## config.mk

```make
export PLATFORM = sky130hd
export DESIGN_NAME = dma_bus_arb
export DESIGN_NICKNAME = d
export VERILOG_FILES = /design/src/rtl/dma_arb_pkg.sv /design/src/rtl/arb_wrr_pick.sv /design/src/rtl/arb_grant_ctl.sv /design/src/rtl/arb_err_latch.sv /design/src/rtl/dma_bus_arb.sv
export SDC_FILE = /design/constraint.sdc
export NUM_CORES = 1
export LEC_CHECK = 0
export ABC_AREA = 1
export BUFFER_PORTS_ARGS = -buffer_cell sky130_fd_sc_hd__buf_2
export CORE_MARGIN = 8
export CORE_UTILIZATION = 51
export CTS_BUF_LIST = sky130_fd_sc_hd__clkbuf_4 sky130_fd_sc_hd__clkbuf_8
export DETAILED_ROUTE_END_ITERATION = 7
export GPL_TIMING_DRIVEN = 0
export HOLD_SLACK_MARGIN = 0.02
export PLACE_DENSITY = 0.8
export SLEW_MARGIN = 25
export SYNTH_ARGS = -nofsm -noshare
export SYNTH_HDL_FRONTEND = slang
export SYNTH_SLANG_ARGS = --single-unit
export TNS_END_PERCENT = 100
```

## constraint.sdc

```tcl
create_clock -name clk_i -period 1.59 [get_ports clk_i]
set_input_delay 0.0795 -clock clk_i [delete_from_list [all_inputs] [get_ports clk_i]]
set_output_delay 0.0795 -clock clk_i [all_outputs]
set_load 0.02 [all_outputs]
```

## src/rtl/dma_arb_pkg.sv

```systemverilog
package dma_arb_pkg;
  localparam int unsigned NCH   = 2;
  localparam int unsigned CH_TX = 0;
  localparam int unsigned CH_RX = 1;

  typedef enum logic [1:0] {
    OWN_NONE = 2'd0,
    OWN_TX   = 2'd1,
    OWN_RX   = 2'd2
  } owner_e;

  typedef struct packed {
    logic valid;
    logic ch;
    logic desc;
    logic wr;
  } err_rec_t;

  function automatic logic owns(owner_e o, int unsigned ch);
    return (ch == CH_TX) ? (o == OWN_TX) : (o == OWN_RX);
  endfunction
endpackage

```

## src/rtl/arb_wrr_pick.sv

```systemverilog
module arb_wrr_pick
  import dma_arb_pkg::*;
#(
  parameter int unsigned WGT_W = 2
) (
  input  logic             clk_i,
  input  logic             rst_ni,
  input  logic             clr_i,
  input  logic             decide_i,
  input  logic             tx_ok_i,
  input  logic             rx_ok_i,
  input  logic             fixed_i,
  input  logic [WGT_W-1:0] weight_i,
  output owner_e           pick_o
);
  localparam int unsigned CNT_W = WGT_W + 1;

  logic [CNT_W-1:0] cnt_q, cnt_d, limit;
  logic             both;

  assign both  = tx_ok_i & rx_ok_i;
  assign limit = {1'b0, weight_i} + CNT_W'(1);

  always_comb begin
    if (both) begin
      if (fixed_i || (cnt_q < limit)) pick_o = OWN_RX;
      else                            pick_o = OWN_TX;
    end else if (rx_ok_i) begin
      pick_o = OWN_RX;
    end else if (tx_ok_i) begin
      pick_o = OWN_TX;
    end else begin
      pick_o = OWN_NONE;
    end
  end

  always_comb begin
    cnt_d = cnt_q;
    if (decide_i) begin
      if (both && !fixed_i) cnt_d = (cnt_q < limit) ? cnt_q + CNT_W'(1) : '0;
      else                  cnt_d = '0;
    end
  end

  always_ff @(posedge clk_i or negedge rst_ni) begin
    if (!rst_ni)    cnt_q <= '0;
    else if (clr_i) cnt_q <= '0;
    else            cnt_q <= cnt_d;
  end


  pick_live_chk: assert property (@(posedge clk_i) disable iff (!rst_ni)
    (tx_ok_i || rx_ok_i) |-> (pick_o != OWN_NONE));
endmodule

```

## src/rtl/arb_grant_ctl.sv

```systemverilog
module arb_grant_ctl
  import dma_arb_pkg::*;
(
  input  logic   clk_i,
  input  logic   rst_ni,
  input  logic   clr_i,
  input  logic   done_i,
  input  logic   err_i,
  input  owner_e pick_i,
  output owner_e owner_o,
  output logic   decide_o
);
  owner_e owner_q;

  assign decide_o = (owner_q == OWN_NONE) | done_i | err_i;
  assign owner_o  = owner_q;

  always_ff @(posedge clk_i or negedge rst_ni) begin
    if (!rst_ni)       owner_q <= OWN_NONE;
    else if (clr_i)    owner_q <= OWN_NONE;
    else if (decide_o) owner_q <= pick_i;
  end


  hold_grant_chk: assert property (@(posedge clk_i) disable iff (!rst_ni)
    (owner_q != OWN_NONE && !done_i && !err_i && !clr_i) |=> (owner_q == $past(owner_q)));
endmodule

```

## src/rtl/arb_err_latch.sv

```systemverilog
module arb_err_latch
  import dma_arb_pkg::*;
(
  input  logic           clk_i,
  input  logic           rst_ni,
  input  logic           clr_i,
  input  logic           err_i,
  input  owner_e         owner_i,
  input  logic [NCH-1:0] desc_i,
  input  logic [NCH-1:0] wr_i,
  output logic [NCH-1:0] halt_o,
  output err_rec_t       rec_o
);
  err_rec_t rec_q;
  logic     hit;

  assign hit = err_i & (owner_i != OWN_NONE);

  for (genvar c = 0; c < NCH; c++) begin : g_halt
    logic halt_q;
    always_ff @(posedge clk_i or negedge rst_ni) begin
      if (!rst_ni)                    halt_q <= 1'b0;
      else if (clr_i)                 halt_q <= 1'b0;
      else if (err_i && owns(owner_i, c)) halt_q <= 1'b1;
    end
    assign halt_o[c] = halt_q;


    halt_set_chk: assert property (@(posedge clk_i) disable iff (!rst_ni)
      (err_i && owns(owner_i, c) && !clr_i) |=> halt_o[c]);
  end

  always_ff @(posedge clk_i or negedge rst_ni) begin
    if (!rst_ni)                 rec_q <= '0;
    else if (clr_i)              rec_q <= '0;
    else if (hit && !rec_q.valid) begin
      rec_q.valid <= 1'b1;
      rec_q.ch    <= (owner_i == OWN_RX);
      rec_q.desc  <= (owner_i == OWN_RX) ? desc_i[CH_RX] : desc_i[CH_TX];
      rec_q.wr    <= (owner_i == OWN_RX) ? wr_i[CH_RX]   : wr_i[CH_TX];
    end
  end

  assign rec_o = rec_q;


  rec_sticky_chk: assert property (@(posedge clk_i) disable iff (!rst_ni)
    (rec_q.valid && !clr_i) |=> (rec_q.valid && $stable(rec_q)));
endmodule

```

## src/rtl/dma_bus_arb.sv

```systemverilog
module dma_bus_arb
  import dma_arb_pkg::*;
#(
  parameter int unsigned WGT_W = 2
) (
  input  logic             clk_i,
  input  logic             rst_ni,
  input  logic             soft_rst_i,
  input  logic             fixed_prio_i,
  input  logic [WGT_W-1:0] weight_i,
  input  logic             tx_req_i,
  input  logic             tx_desc_i,
  input  logic             tx_wr_i,
  input  logic             rx_req_i,
  input  logic             rx_desc_i,
  input  logic             rx_wr_i,
  input  logic             xfer_done_i,
  input  logic             xfer_err_i,
  output logic             tx_gnt_o,
  output logic             rx_gnt_o,
  output logic             tx_halt_o,
  output logic             rx_halt_o,
  output logic             fatal_err_o,
  output logic             err_rx_o,
  output logic             err_desc_o,
  output logic             err_wr_o
);
  owner_e         owner, pick;
  logic           decide;
  logic [NCH-1:0] halt, req, ok, desc, wr;
  err_rec_t       rec;

  assign req  = {rx_req_i, tx_req_i};
  assign desc = {rx_desc_i, tx_desc_i};
  assign wr   = {rx_wr_i, tx_wr_i};

  // a channel failing right now drops out of the decision made at this edge
  for (genvar c = 0; c < NCH; c++) begin : g_ok
    assign ok[c] = req[c] & ~halt[c] & ~(xfer_err_i & owns(owner, c));
  end

  arb_wrr_pick #(.WGT_W(WGT_W)) u_pick (
    .clk_i    (clk_i),
    .rst_ni   (rst_ni),
    .clr_i    (soft_rst_i),
    .decide_i (decide),
    .tx_ok_i  (ok[CH_TX]),
    .rx_ok_i  (ok[CH_RX]),
    .fixed_i  (fixed_prio_i),
    .weight_i (weight_i),
    .pick_o   (pick)
  );

  arb_grant_ctl u_gnt (
    .clk_i    (clk_i),
    .rst_ni   (rst_ni),
    .clr_i    (soft_rst_i),
    .done_i   (xfer_done_i),
    .err_i    (xfer_err_i),
    .pick_i   (pick),
    .owner_o  (owner),
    .decide_o (decide)
  );

  arb_err_latch u_err (
    .clk_i   (clk_i),
    .rst_ni  (rst_ni),
    .clr_i   (soft_rst_i),
    .err_i   (xfer_err_i),
    .owner_i (owner),
    .desc_i  (desc),
    .wr_i    (wr),
    .halt_o  (halt),
    .rec_o   (rec)
  );

  assign tx_gnt_o    = (owner == OWN_TX);
  assign rx_gnt_o    = (owner == OWN_RX);
  assign tx_halt_o   = halt[CH_TX];
  assign rx_halt_o   = halt[CH_RX];
  assign fatal_err_o = rec.valid;
  assign err_rx_o    = rec.ch;
  assign err_desc_o  = rec.desc;
  assign err_wr_o    = rec.wr;


  one_gnt_chk: assert property (@(posedge clk_i) disable iff (!rst_ni)
    $onehot0({tx_gnt_o, rx_gnt_o}));


  tx_halt_no_gnt_chk: assert property (@(posedge clk_i) disable iff (!rst_ni)
    tx_halt_o |-> !tx_gnt_o);


  rx_halt_no_gnt_chk: assert property (@(posedge clk_i) disable iff (!rst_ni)
    rx_halt_o |-> !rx_gnt_o);


  fixed_rx_chk: assert property (@(posedge clk_i) disable iff (!rst_ni)
    (decide && fixed_prio_i && ok[CH_TX] && ok[CH_RX] && !soft_rst_i) |=> rx_gnt_o);


  lone_tx_chk: assert property (@(posedge clk_i) disable iff (!rst_ni)
    (decide && ok[CH_TX] && !ok[CH_RX] && !soft_rst_i) |=> tx_gnt_o);


  soft_clr_chk: assert property (@(posedge clk_i) disable iff (!rst_ni)
    soft_rst_i |=> (!tx_gnt_o && !rx_gnt_o && !fatal_err_o && !tx_halt_o && !rx_halt_o));
endmodule

```

Yosys cells after proc, flatten, opt, wreduce, memory -nomap -nowiden
Cells that the tools add are included.

Output and inout port bits: 8. Input port bits: 14. Logic and storage cells: 58. Flip-flop bits (word level): 11.

Reduce and logical (&&, ||, !) cells: 13. Mux-type cells: 18. Equality and inequality tests: 2. Order comparisons: 1. $add $sub $neg: 2. Bitwise logic cells: 14.

Operators with widths (count): $mux 3 (4); $mux 2 (5); $reduce_bool 2->1 (5); $and 1x1->1 (8); $mux 4 (2); $mux 1 (7); $logic_and 1x1->1 (4); $not 1->1 (4); $add 2x1->3 const B (1); $add 3x1->3 const B (1); $lt 3x3->1 (1); $eq 2x1->1 const B (1); $eq 2x2->1 const B (1); $logic_not 1->1 (2); $logic_not 2->1 (1); $or 1x1->1 (2); $logic_or 1x1->1 (1).

Logic depth before layout (Yosys ltp)
Gate-level depths: netlist (run 1).

Word-level depth: 9. Mapped depth: 11. Depth with buffers taken out: 11.

Hierarchy
From an unflattened synthesis (run 1), not the netlist that was laid out.

Cell total of the unflattened synthesis: 111. Area total of the unflattened synthesis: 783.3 µm².

By module, submodules not included: arb_err_latch (area an instance 314.1 µm², instances 1, cells an instance 39, seq. area each 150.1 µm²); arb_wrr_pick (area an instance 294.0 µm², instances 1, cells an instance 44, seq. area each 75.1 µm²); arb_grant_ctl (area an instance 115.1 µm², instances 1, cells an instance 14, seq. area each 50.0 µm²); dma_bus_arb (area an instance 60.1 µm², instances 1, cells an instance 14, seq. area each 0.0 µm²).

Least setup slack after synthesis (run 1)
Ideal clock, no wire load.

Path type: reg2reg. Start: register u_pick.cnt_q[2]. End: register u_gnt.owner_q[0] (netlist: u_gnt.owner_o[0]). Required time: 1474 ps. Buffers on the path: 0. Library setup time: 116 ps. Cell stages (with the launch flop): 8. Period minus slack after synthesis: 1239 ps. Setup slack: 351 ps. Arrival time: 1122 ps. Cells stage by stage: dfrtp_1 > ha_1 > a21oi_1 > nand2_2 > nand2_2 > nand2_1 > nand2_1 > nand2_1.

Word-level cells in the longest chain between the ends: 6.

Ends and longest elaborated chain: from (decl) (RTL line arb_wrr_pick.sv:18) `logic [CNT_W-1:0] cnt_q, cnt_d, limit;`; from (signal assigned) (RTL line arb_wrr_pick.sv:48) `else cnt_q <= cnt_d;`; $lt 3x3->1 (RTL line arb_wrr_pick.sv:26) `if (fixed_i || (cnt_q < limit)) pick_o = OWN_RX;`; $logic_or 1x1->1 (RTL line arb_wrr_pick.sv:26); $mux 2 (RTL line arb_wrr_pick.sv:26); $mux 2 (RTL line arb_wrr_pick.sv:25) `if (both) begin`; $mux 2 (RTL line arb_grant_ctl.sv:21) `else if (decide_o) owner_q <= pick_i;`; $mux 2 (RTL line arb_grant_ctl.sv:20) `else if (clr_i) owner_q <= OWN_NONE;`; to (signal assigned) (RTL line arb_grant_ctl.sv:21); to (decl) (RTL line arb_grant_ctl.sv:13) `owner_e owner_q;`.

Every way passes these cells. The select of a mux whose other input is x is not followed. A chain may end at the register's enable or synchronous reset.

Worst setup path after layout (run 1)
Ends and elaborated chain as after synthesis.

==> results.sh, run 1 <==
export IMPL_outcome="complete, no violations"
export IMPL_cpLargestDelayFamily="flip-flops"
export IMPL_io_buffers=21
export IMPL_synth_area_um2=692
export IMPL_internal_power_w=0.000468
export IMPL_wl_um=1580
export IMPL_post_cts_buffers=0
export IMPL_netlist_instances=86
export IMPL_setup_tns_ns=0
export IMPL_place_area_um2=816
export IMPL_io_pin_count=22
export IMPL_finalSetupViolations=0
export IMPL_combPwrFrac=0.232
export IMPL_ant_nets=0
export IMPL_core_mm2=0.00128
export IMPL_worstPathMaxFanout=3
export IMPL_antenna_cells=0
export IMPL_tightest_slew_ns=0.246
export IMPL_hold_path_depth=2
export IMPL_clk_path_buf_depth=2
export IMPL_syn_to_final_growth_pct=23.7
export IMPL_slew_viol_final=0
export IMPL_cts_tree="built"
export IMPL_synth_distinct_cells=17
export IMPL_power_density_mw_per_mm2=783
export IMPL_drc=0
export IMPL_synth_warnings=0
export IMPL_cts_max_level=1
export IMPL_post_drt_wl_per_cell_um=12.5
export IMPL_nets=131
export IMPL_synth_area_leaders="dfrtp_1 (40%), nand2_1 (11%), inv_1 (7.6%)"
export IMPL_drive_gt1_frac=0.375
export IMPL_drt_initial_drc_count=2
export IMPL_slowest_stage="dfrtp_1"
export IMPL_switchingPower_w=0.000203
export IMPL_cap_violations=0
export IMPL_finalHoldViolCount=0
export IMPL_worstSkewPairLatency_ns=0.27
export IMPL_rsz0062_at_grt="false"
export IMPL_root_buffer="clkbuf_4"
export IMPL_p_sw_frac=0.302
export IMPL_min_period_ns=1.34
export IMPL_rows=13
export IMPL_dp_slack_ns=0.249
export IMPL_routed_via_density=4.98
export IMPL_synth_seq_cells=11
export IMPL_required_ns=1.75
export IMPL_path_buf_inv=0
export IMPL_criticalPathCategory="flip-flop to flip-flop"
export IMPL_routed_via_count=633
export IMPL_grt_pass1_wl_um=2600
export IMPL_seq_area_frac_synth=0.398
export IMPL_period_share=0.841
export IMPL_grt_antenna_before_repair=0
export IMPL_firstDrtPassIters=4
export IMPL_ir_drop_uv=481
export IMPL_layout_setup_ws_ns=0.253
export IMPL_pwr_share_seq=0.461
export IMPL_syn_nets=104
export IMPL_dieArea_mm2=0.00279
export IMPL_hp_class="primary input to flip-flop"
export IMPL_clock_sinks=11
export IMPL_cts_made_buffers=3
export IMPL_utilization=0.666
export IMPL_clk_pin_slew_ns=0.07
export IMPL_skew_ns=0.00531
export IMPL_clockPowerShare=0.307
export IMPL_syn_avg_cell_area_um2=8.05
export IMPL_first_global_vias=658
export IMPL_fmax_mhz=748
export IMPL_reg2reg_depth=7
export IMPL_critical_path_depth=7
export IMPL_grt_overflow=0
export IMPL_grt_start_max_net_pins=12
export IMPL_initial_utilization=0.538
export IMPL_yosys_area_top_type="dfrtp_1"
export IMPL_end_kind="flip-flop"
export IMPL_dieHeight_um=52.8
export IMPL_routabilityCongestion=0.786
export IMPL_hpwl_um=1310
export IMPL_die_x_um=52.8
export IMPL_slew_headroom=0.836
export IMPL_crit_path_cell_trace="ha_1, a21oi_1, nand2_2, nand2_2, nand2_1, nand2_1, nand2_1"
export IMPL_p_leak_nw=0.513
export IMPL_grt_total_usage=0.127
export IMPL_yosysTopAreaCellShare=0.398
export IMPL_max_stage_delay_ns=0.41
export IMPL_setup_worst_path_start_class="flip-flop"
export IMPL_stdcell_area_um2=856
export IMPL_crit_arrival_ns=1.50
export IMPL_cpMostUsedCell="nand2_1"
-- cell families after synthesis --
family / synth area share
simple gates: 0.327
flops: 0.398
fa+ha+maj: 0.0723
xor+xnor: 0.0127
mux: 0.0289
buf+inv: 0.0976
compound gates: 0.0633
-- state kept, by name, summed over array words and instances, names as in the netlist --
name                 flops
u_err.rec_o              4
u_err.g_halt.halt_q      2
u_gnt.owner_o            2
u_pick.cnt_q             3
-- per-stage QoR --
stage               hold WS (ns)  power (W)  std cells
floorplan                 -0.216   0.000412         86
global placement         -0.0393   0.000463        122
detailed placement       -0.0417   0.000470        122
CTS                       0.0353   0.000680        127
global route              0.0370   0.000713        127
finish                    0.0416   0.000670        127
-- power groups by stage --
| stage | Combinational, W | Clock (W) | Sequential, W |
|---|---|---|---|
| 2_1_floorplan | 0.0000828 | 0 | 0.000329 |
| 3_3_place_gp | 0.000150 | 0 | 0.000313 |
| 3_5_place_dp | 0.000155 | 0 | 0.000315 |
| 4_1_cts | 0.000157 | 0.000213 | 0.000309 |
| 5_1_grt | 0.000173 | 0.000228 | 0.000312 |
| 6_report | 0.000155 | 0.000206 | 0.000309 |
-- layout make-up --
| type | count | area [um^2] |
|---|---|---|
| fill | 114 | 429 |
| tap | 15 | 18.8 |
| clock buffer | 4 | 30.0 |
| multi-input combinational | 57 | 349 |
| inverter | 18 | 67.6 |
| timing repair buffer | 22 | 115 |
| sequential | 11 | 275 |
-- repair_timing --
action,4_1_cts,5_1_grt
hold buffers,1,0
resized for setup,0,0
hold endpoints to repair,11,0
-- cell usage in the layout, fill, tap and decap left out --
| cell | count |
|---|---|
| nand3_1 | 2 |
| dfrtp_1 | 11 |
| xnor2_1 | 1 |
| o21ai_1 | 3 |
| inv_1 | 14 |
| a21oi_1 | 4 |
| clkbuf_4 | 4 |
| ha_1 | 4 |
| buf_2 | 21 |
| a21oi_2 | 1 |
| dlygate4sd3_1 | 1 |
| nor2_4 | 2 |
| mux2i_1 | 2 |
| nor2_1 | 4 |
| inv_2 | 4 |
| nand3_2 | 4 |
| nand3b_1 | 1 |
| nand4_1 | 3 |
| nand2_2 | 6 |
| nand2_1 | 20 |
-- worst register-to-register path, cell delays in order (launching register included) --
cell and delay (ns):
dfrtp_1 0.41, ha_1 0.32, a21oi_1 0.18, nand2_2 0.10, nand2_2 0.08, nand2_1 0.05, nand2_1 0.05, nand2_1 0.05
-- synth_stat cells, drive strengths merged --
| cell type | n |
|---|---|
| o21ai | 3 |
| a21oi | 5 |
| ha | 4 |
| nand2 | 26 |
| nor2 | 6 |
| dfrtp | 11 |
| nand4 | 3 |
| xnor2 | 1 |
| inv | 18 |
| nand3 | 6 |
| nand3b | 1 |
| mux2i | 2 |
-- layer usage --
metal  part of all wire  GRT usage  up-vias
met5                  0          0        -
met4              0.016     0.0690        0
met3              0.085     0.0625        4
met1               0.38      0.116      289
met2               0.52      0.223       15
li1                   -          -      325
-- worst paths after layout --
kind                                      start                      to  slack (ns)
max in group asynchronous                rst_ni         u_pick.cnt_q[0]        1.18
min in group asynchronous                rst_ni  u_err.g_halt[1].halt_q        0.21
worst min register to register   u_err.rec_o[1]          u_err.rec_o[1]        0.50
worst min-delay path                 soft_rst_i          u_err.rec_o[3]        0.04
worst max-delay path            u_pick.cnt_q[2]        u_gnt.owner_o[0]        0.25
worst max register to register  u_pick.cnt_q[2]        u_gnt.owner_o[0]        0.25
Note: power is estimated with default switching activity, not from simulation.
==> inputs of run 2 (changes only) <==
==> constraint.sdc (replaced) <==
create_clock -name clk_i -period 1.25 [get_ports clk_i]
set_input_delay 0.0625 -clock clk_i [delete_from_list [all_inputs] [get_ports clk_i]]
set_output_delay 0.0625 -clock clk_i [all_outputs]
set_load 0.02 [all_outputs]
==> results.sh, run 2 (synthesis gave the netlist of run 1 again) <==
export IMPL_core_mm2=0.00128
export IMPL_cap_violations=0
export IMPL_p_leak_nw=0.524
export IMPL_min_period_ns=1.27
export IMPL_r2r_start="u_pick.cnt_q[2]"
export IMPL_outcome="finished with violations"
export IMPL_worstReg2RegEnd="u_gnt.owner_o[1]"
export IMPL_reg2reg_depth=8
export IMPL_die_x_um=52.8
export IMPL_fmax_mhz=789
export IMPL_cts_max_level=1
export IMPL_grt_total_usage=0.134
export IMPL_cts_made_buffers=3
export IMPL_regArea_um2=275
export IMPL_nets=133
export IMPL_rows=13
export IMPL_grt_antenna_before_repair=0
export IMPL_dieHeight_um=52.8
export IMPL_end_kind="flip-flop"
export IMPL_dp_slack_ns=-0.0904
export IMPL_io_pin_count=22
export IMPL_root_buffer="clkbuf_4"
export IMPL_cpMostUsedCell="nand2_2"
export IMPL_drt_initial_drc_count=8
export IMPL_min_from="tx_wr_i"
export IMPL_crit_path_cell_trace="ha_4, nand2_2, inv_2, nand2_2, nand2_2, nand2_2, nand3b_1, nand2_1"
export IMPL_syn_to_final_growth_pct=29.7
export IMPL_tightest_slew_ns=0.246
export IMPL_ir_drop_uv=614
export IMPL_drc=0
export IMPL_max_stage_delay_ns=0.43
export IMPL_slew_headroom=0.836
export IMPL_layout_setup_ws_ns=-0.0173
export IMPL_grt_start_max_net_pins=12
export IMPL_whs_ns=0.0833
export IMPL_grt_overflow=0
export IMPL_grt_pass1_wl_um=2760
export IMPL_hold_path_depth=3
export IMPL_final_cell_mix="buf_2 (21), nand2_1 (17), inv_1 (13), dfrtp_1 (11), nand2_2 (9)"
export IMPL_power_density_mw_per_mm2=963
export IMPL_largest_reg_flops=4
export IMPL_place_area_um2=816
export IMPL_multi_input_area_um2=373
export IMPL_dieArea_mm2=0.00279
export IMPL_worstSkewPairLatency_ns=0.27
export IMPL_clk_pin_slew_ns=0.07
export IMPL_slowest_stage="dfrtp_1"
export IMPL_skew_ns=0.00379
export IMPL_antenna_cells=0
export IMPL_post_drt_wl_per_cell_um=13.0
export IMPL_hpwl_um=1310
export IMPL_num_fill_cells=105
export IMPL_period_share=1.01
export IMPL_io_buffers=21
export IMPL_wl_um=1680
export IMPL_initial_utilization=0.538
export IMPL_slew_viol_final=0
export IMPL_drive_gt1_frac=0.430
export IMPL_first_global_vias=694
export IMPL_clk_path_buf_depth=2
export IMPL_setup_worst_path_start_class="flip-flop"
export IMPL_stdcell_area_um2=897
export IMPL_r2r_slack_ns=-0.02
export IMPL_mostFrequentLayoutCell="buf_2"
export IMPL_finalHoldViolCount=0
export IMPL_routed_via_density=4.98
export IMPL_cts_tree="built"
export IMPL_firstDrtPassIters=4
export IMPL_hp_class="primary input to flip-flop"
export IMPL_holdPathEnd="u_err.rec_o[0]"
export IMPL_required_ns=1.42
export IMPL_crit_arrival_ns=1.43
export IMPL_criticalPathCategory="flip-flop to flip-flop"
export IMPL_rsz0062_at_grt="true"
export IMPL_routed_via_count=643
export IMPL_ant_nets=0
export IMPL_finalSetupViolations=1
export IMPL_violations="setup timing"
export IMPL_clock_sinks=11
export IMPL_worstPathMaxFanout=3
export IMPL_routabilityCongestion=0.786
## run 2: cell type report
class / count / area share
clock buffers: 4 / 0.0335
inverters: 18 / 0.0753
multi-input cells: 57 / 0.416
flip-flops and latches: 11 / 0.307
well taps: 15 / 0.0209
repair buffers: 24 / 0.148
## run 2: worst max-delay path by stage
stage	startpoint	end	slack (ns)	cells after the start
detailed placement	u_pick.cnt_q[2]	u_gnt.owner_o[0]	-0.09	7
global route	u_pick.cnt_q[2]	u_gnt.owner_o[1]	-0.08	8
finish	u_pick.cnt_q[2]	u_gnt.owner_o[1]	-0.02	8
global placement	u_pick.cnt_q[2]	u_gnt.owner_o[0]	-0.06	7
floorplan	u_pick.cnt_q[2]	u_gnt.owner_o[0]	0.01	7
CTS	u_pick.cnt_q[2]	u_pick.cnt_q[2]	0.001	8
## run 2: repair_timing
action | 4_1_cts | 5_1_grt
setup endpoints to repair | 6 | 6
pin swaps | 3 | 2
setup buffers | 1 | 0
hold buffers | 2 | 0
hold endpoints to repair | 12 | 0
gates resized for setup | 4 | 2
## run 2: where the power goes
part           internal (W)  total [W]  switching, W
clock network      0.000145   0.000260      0.000115
logic             0.0000786   0.000209      0.000130
registers          0.000377   0.000394     0.0000172
## run 2: critical path, delay by kind of cell, from the launching register on
kind	cells	cell delay [ns]
DFF	1	0.43
and+or+nand+nor	6	0.39
adders and majority gates	1	0.30
buffers and inverters	1	0.04
## run 2: metal layers
| layer | part of all wire | GRT usage | vias to the layer above |
|---|---|---|---|
| met2 | 0.54 | 0.242 | 16 |
| met1 | 0.36 | 0.120 | 297 |
| met5 | 0 | 0 | - |
| met3 | 0.088 | 0.0625 | 4 |
| met4 | 0.016 | 0.0690 | 0 |
| li1 | - | - | 326 |
## run 2: stage by stage
stage / util / instances / setup TNS [ns] / power (W)
final: 0.698 / 129 / -0.0173 / 0.000864
after global routing: 0.698 / 129 / -0.372 / 0.000920
after CTS: 0.694 / 129 / 0 / 0.000872
after detailed placement: 0.635 / 122 / -0.283 / 0.000597
after global placement: 0.635 / 122 / -0.142 / 0.000589
after floorplan: - / 86 / 0 / 0.000524
